**src/rtl/drq_pkg.sv**
```systemverilog
package drq_pkg;

    typedef enum logic [1:0] {
        ST_IDLE = 2'd0,
        ST_WAIT = 2'd1,
        ST_REQ  = 2'd2
    } drq_state_e;

    localparam logic [1:0] MODE_SINGLE = 2'b00;
    localparam logic [1:0] MODE_BURST  = 2'b01;
    localparam logic [1:0] MODE_PROG   = 2'b10;

    typedef struct packed {
        drq_state_e st;
        logic       busy;
        logic       flag;
    } drq_ctl_t;

endpackage

```
**src/rtl/drq_down_ctr.sv**
```systemverilog
module drq_down_ctr #(
    parameter int W = 8
) (
    input  logic         clk,
    input  logic         rst_n,
    input  logic         load,
    input  logic [W-1:0] load_val,
    input  logic         dec,
    output logic         last
);
    localparam logic [W:0] FULL = {1'b1, {W{1'b0}}};
    localparam logic [W:0] ONE  = {{W{1'b0}}, 1'b1};

    logic [W:0] cnt_d, cnt_q;

    always_comb begin
        cnt_d = cnt_q;
        if (load) begin
            cnt_d = (load_val == '0) ? FULL : {1'b0, load_val};
        end else if (dec && cnt_q != '0) begin
            cnt_d = cnt_q - ONE;
        end
    end

    always_ff @(posedge clk or negedge rst_n) begin
        if (!rst_n) cnt_q <= '0;
        else        cnt_q <= cnt_d;
    end

    assign last = (cnt_q == ONE);
endmodule

```
**src/rtl/drq_fall_det.sv**
```systemverilog
module drq_fall_det (
    input  logic clk,
    input  logic rst_n,
    input  logic sig_n,
    output logic fall
);
    logic prev_d, prev_q;

    always_comb begin
        prev_d = sig_n;
    end

    always_ff @(posedge clk or negedge rst_n) begin
        if (!rst_n) prev_q <= 1'b1;
        else        prev_q <= prev_d;
    end

    assign fall = prev_q & ~sig_n;
endmodule

```
**src/rtl/dreq_burst_ctrl.sv**
```systemverilog
module dreq_burst_ctrl
    import drq_pkg::*;
#(
    parameter int GATE_W = 8,
    parameter int CNT_W  = 16
) (
    input  logic              clk,
    input  logic              rst_n,
    input  logic [1:0]        cfg_mode,
    input  logic              cfg_gate_by_cyc,
    input  logic [GATE_W-1:0] cfg_gate_val,
    input  logic              cfg_int_term,
    input  logic [CNT_W-1:0]  cfg_xfer_total,
    input  logic              cfg_dreq_pol,
    input  logic              cfg_tc_pol,
    input  logic              cfg_irq_mask,
    input  logic              start,
    output logic              dma_req,
    input  logic              dack_n,
    input  logic              xfer_stb,
    input  logic              tc_pin,
    input  logic              refex_n,
    output logic              ram_stb,
    output logic              dma_busy,
    output logic              irq
);
    drq_ctl_t ctl_d, ctl_q;

    logic act;
    logic xfer;
    logic tc_hit;
    logic term;
    logic single_md;
    logic prog_md;
    logic gate_end;
    logic release_req;
    logic refr_fall;
    logic gate_last;
    logic tot_last;
    logic gate_load;
    logic gate_dec;
    logic tot_load;

    drq_fall_det u_refr (
        .clk   (clk),
        .rst_n (rst_n),
        .sig_n (refex_n),
        .fall  (refr_fall)
    );

    drq_down_ctr #(.W(GATE_W)) u_gate (
        .clk      (clk),
        .rst_n    (rst_n),
        .load     (gate_load),
        .load_val (cfg_gate_val),
        .dec      (gate_dec),
        .last     (gate_last)
    );

    drq_down_ctr #(.W(CNT_W)) u_total (
        .clk      (clk),
        .rst_n    (rst_n),
        .load     (tot_load),
        .load_val (cfg_xfer_total),
        .dec      (xfer),
        .last     (tot_last)
    );

    always_comb begin
        act       = (ctl_q.st == ST_REQ);
        xfer      = act & xfer_stb & ~dack_n;
        tc_hit    = (tc_pin == cfg_tc_pol);
        term      = xfer & (cfg_int_term ? tot_last : tc_hit);
        single_md = (cfg_mode[1] == cfg_mode[0]);
        prog_md   = (cfg_mode == MODE_PROG);
        gate_end  = prog_md & act & gate_last & (cfg_gate_by_cyc ? xfer : 1'b1);
        release_req = (single_md & xfer) | gate_end | (prog_md & act & refr_fall);

        gate_load = (ctl_q.st == ST_WAIT) & dack_n;
        gate_dec  = act & (cfg_gate_by_cyc ? xfer : 1'b1);
        tot_load  = (ctl_q.st == ST_IDLE) & start;

        ctl_d = ctl_q;
        unique case (ctl_q.st)
            ST_IDLE: begin
                if (start) begin
                    ctl_d.st   = ST_WAIT;
                    ctl_d.busy = 1'b1;
                    ctl_d.flag = 1'b0;
                end
            end
            ST_WAIT: begin
                if (dack_n) ctl_d.st = ST_REQ;
            end
            ST_REQ: begin
                if (term) begin
                    ctl_d.st   = ST_IDLE;
                    ctl_d.busy = 1'b0;
                    ctl_d.flag = 1'b1;
                end else if (release_req) begin
                    ctl_d.st = ST_WAIT;
                end
            end
            default: begin
                ctl_d.st   = ST_IDLE;
                ctl_d.busy = 1'b0;
            end
        endcase
    end

    always_ff @(posedge clk or negedge rst_n) begin
        if (!rst_n) ctl_q <= '{st: ST_IDLE, busy: 1'b0, flag: 1'b0};
        else        ctl_q <= ctl_d;
    end

    assign dma_req  = ~(act ^ cfg_dreq_pol);
    assign ram_stb  = xfer;
    assign dma_busy = ctl_q.busy;
    assign irq      = ctl_q.flag & ~cfg_irq_mask;
endmodule

```
**config.mk**
```make
export PLATFORM = sky130hd
export DESIGN_NAME = dreq_burst_ctrl
export DESIGN_NICKNAME = d
export VERILOG_FILES = /design/src/rtl/drq_pkg.sv /design/src/rtl/drq_down_ctr.sv /design/src/rtl/drq_fall_det.sv /design/src/rtl/dreq_burst_ctrl.sv
export SDC_FILE = /design/constraint.sdc
export NUM_CORES = 1
export LEC_CHECK = 0
export BUFFER_PORTS_ARGS = -buffer_cell sky130_fd_sc_hd__buf_2
export CAP_MARGIN = 10
export CELL_PAD_IN_SITES_DETAIL_PLACEMENT = 1
export CELL_PAD_IN_SITES_GLOBAL_PLACEMENT = 2
export CORE_ASPECT_RATIO = 1.25
export CORE_MARGIN = 2
export CORE_UTILIZATION = 34
export CTS_CLUSTER_DIAMETER = 200
export CTS_CLUSTER_SIZE = 10
export DETAILED_ROUTE_END_ITERATION = 7
export PLACE_DENSITY_LB_ADDON = 0.1
export SYNTH_ARGS = -nofsm -noshare
export SYNTH_HDL_FRONTEND = slang
export SYNTH_HIERARCHICAL = 1
export SYNTH_SLANG_ARGS = --single-unit
```
**constraint.sdc**
```tcl
create_clock -name clk -period 2.4 [get_ports clk]
set_input_delay 0.24 -clock clk [delete_from_list [all_inputs] [get_ports clk]]
set_output_delay 0.24 -clock clk [all_outputs]
set_load 0.02 [all_outputs]
```
==> summary.md <==
| Metric | Value |
|---|---|
| Fill count | `805` |
| RSZ-0062 raised after global routing | `false` |
| Syn_nets | `299` |
| N_diodes | `0` |
| Synthesized area | `2268 um^2` |
| Most common cell after layout, fill and taps aside | `buf_2` |
| Grt ovf | `0` |
| Worst Path Max Fanout | `6` |
| VDD IR max | `0.3344 mV` |
| Status | `completed` |
| DP HPWL | `4.856 mm` |
| Crit path kind | `reg -> reg` |
| Post-synth top flop | `dfrtp_1` |
| Critical path required time | `2.55 ns` |
| Final min period | `2.212 ns` |
| Final core utilization | `41.18%` |
| CTS root buf | `clkbuf_8` |
| CTS tree | `yes` |
| Setup TNS Final | `0 ns` |
| ANT nets after route | `0` |
| Mapped Cells | `255` |
| R2R Setup Slk | `0.19 ns` |
| Initial antenna violation count | `0` |
| Yosys warning count | `6` |
| Clock sink total | `31` |
| Slew Viols, Final | `0` |
| Yosys reg bits | `31` |
| Routed WL per cell | `16.45 um` |
| CP endpoint kind | `flip-flop` |
| Measured slew at the worst slew-check pin | `0.7654 ns` |
| Commonest non-fill, non-tap cells in the layout | `buf_2, nand2_1, dfrtp_1` |
| Gate power share | `45.9%` |
| Core footprint | `6524 um^2` |
| Final WL | `6.414 mm` |
| # rows | `33` |
| Final GP Congestion | `0.7969` |
| Hold Buf Count CTS | `0` |
| Switching power | `1.154 mW` |
| Clk Latency, worst-skew pair | `0.28 ns` |
| Setup Skew | `0.01170 ns` |
| Ys async rst share | `100.0%` |
| Clock power frac | `16.1%` |
| Htree depth | `2` |
| Number of port buffers | `41` |
| Distinct cell type count after synthesis | `66` |
| Post-CTS setup buffer count | `0` |
| Die footprint | `7346 um^2` |
| Final hold violation count | `0` |
| Setup WS pre-CTS | `0.2214 ns` |
| Reg clk slew, reported paths | `0.08 ns` |
| Crit start category | `flip-flop` |
| Vias in the first global route | `2235` |
| Post-synthesis sequential area ratio | `34.25%` |
| Worst hold path type | `in -> async` |
| Die W | `77.06 um` |
| DRT iter0 DRCs | `59` |
| GRT Util Overall | `19.22%` |
| Nets | `347` |
| Syn_area_per_cell | `8.896 um^2` |
| CP arrival | `2.36 ns` |
| Cells after DPL | `383` |
| Via Count | `2172` |
| Post-synth EDFFs | `0` |
| Final period util | `92.16%` |
| Largest net degree at the start of global routing | `32` |
| Leak Pwr | `1.090 nW` |
| Max-cap violations | `0` |
| CTS Buffer Depth | `2` |
| Die Ht | `95.33 um` |
| Endpoints failing setup | `0` |
| Switch share | `42.97%` |
| Finished Layout Cells | `390` |
| Seq pwr share | `38.0%` |
| Fraction of layout cells with a size suffix above 1 | `27.72%` |
| Global-route wire length before repair | `11.14 mm` |
| Vias per cell | `5.569` |
| Area share of the largest cell type after synthesis | `33.09%` |
| Drt pass-1 iters | `4` |
| Post-route setup slack | `0.1881 ns` |
| Io pins | `42` |
| Worst slew margin | `48.97%` |
| Internal power consumption | `1.531 mW` |
| Area Growth Syn to Fin | `18.42%` |
| Power Density | `999.6 nW/um^2` |
| Initial core utilization | `34.77%` |
| Fmax | `452.1 MHz` |
| # resized after CTS | `0` |
| Inserted Clock Buffers | `5` |
| Largest area contributor in the netlist | `dfrtp_1` |
| Top cells by area, synth | `dfrtp_1, nand2_1, nor2_1` |
| Number of remaining DRC errors | `0` |
[per-layer routing]
metal | global-route usage (%) | routed length [um]
met5 | 0 | 0
met1 | 24.12 | 2804
met3 | 3.504 | 219
met2 | 33.55 | 3313
met4 | 6.399 | 76
[final timing paths]
kind,to,depth (start not counted),startpoint
worst max-delay path,u_total/cnt_q[13]$_DFFE_PN0P_,4,u_total/cnt_q[5]$_DFFE_PN0P_
worst min-delay path,u_gate/cnt_q[4]$_DFFE_PN0P_,1,rst_n
worst max register to register,u_total/cnt_q[13]$_DFFE_PN0P_,4,u_total/cnt_q[5]$_DFFE_PN0P_
worst min register to register,ctl_q[0]$_DFFE_PN0P_,2,ctl_q[0]$_DFFE_PN0P_
max in group asynchronous,dma_busy$_DFFE_PN0P_,1,rst_n
min in group clk,u_refr/prev_q$_DFF_PN1_,1,refex_n
[worst max-delay path, stage by stage (launching register included)]
cell       delay, ns
dfrtp_1         0.43
or4_2           0.74
nand3b_1        0.25
a2111oi_0       0.49
o211ai_1        0.16
[final cells by class]
| class | instances | area, um^2 | area share, % |
|---|---|---|---|
| multi-input combinational | 201 | 1369 | 50.95 |
| sequential | 31 | 777.0 | 28.92 |
| timing repair buffer | 55 | 310.3 | 11.55 |
| tap | 87 | 108.9 | 4.052 |
| clock buffer | 6 | 82.58 | 3.074 |
| inverter | 9 | 33.78 | 1.258 |
| clock inverter | 1 | 5.005 | 0.1863 |
[stage by stage]
stage | instance area [um^2] | hold WS [ns] | power (mW)
floorplan | 2271 | -0.05559 | 1.873
finish | 2686 | 0.02385 | 2.685
detailed placement | 2599 | 0.3739 | 2.268
global route | 2686 | 0.07352 | 2.948
global placement | 2599 | 0.3559 | 2.259
CTS | 2686 | 0.06193 | 2.721
[power by group through the flow]
stage | Sequential (mW) | Clock (mW) | Combinational, mW
2_1_floorplan | 0.971 | 0 | 0.902
3_3_place_gp | 1.03 | 0 | 1.23
3_5_place_dp | 1.02 | 0 | 1.24
4_1_cts | 1.02 | 0.451 | 1.25
5_1_grt | 1.07 | 0.471 | 1.41
6_report | 1.02 | 0.433 | 1.23
[registers in the layout, indices dropped and copies added, names as in the netlist]
signal	count
ctl_q	3
u_total/cnt_q	17
u_gate/cnt_q	9
dma_busy	1
u_refr/prev_q	1
[synthesized netlist by cell type (all sizes together) (3+ instances only)]
master,count
inv,9
or3,10
nand2,34
ha,6
xnor2,3
a21oi,10
nand3b,3
dfrtp,30
nor3,7
o311ai,5
nor4b,3
nor3b,3
nor2,22
a2111oi,4
nand2b,5
o211ai,12
nor4,7
clkbuf,8
buf,6
nor2b,5
o2111ai,4
a31oi,3
o21ai,11
a2111o,3
or4,7
[cells by family (layout without fill, tap and decap cells)]
logic type / count (synthesis) / count (layout) / synth area share (%)
adder cells (fa/ha/maj): 6 / 6 / 3.309
buffers and inverters: 23 / 71 / 5.736
AND/OR/NAND/NOR: 119 / 119 / 30.56
XOR/XNOR: 5 / 5 / 1.931
multiplexers: 2 / 2 / 0.9377
flip-flops: 31 / 31 / 34.25
AO/OA/AOI/OAI: 69 / 69 / 23.28
No activity file was read; power rests on OpenSTA's default activity.
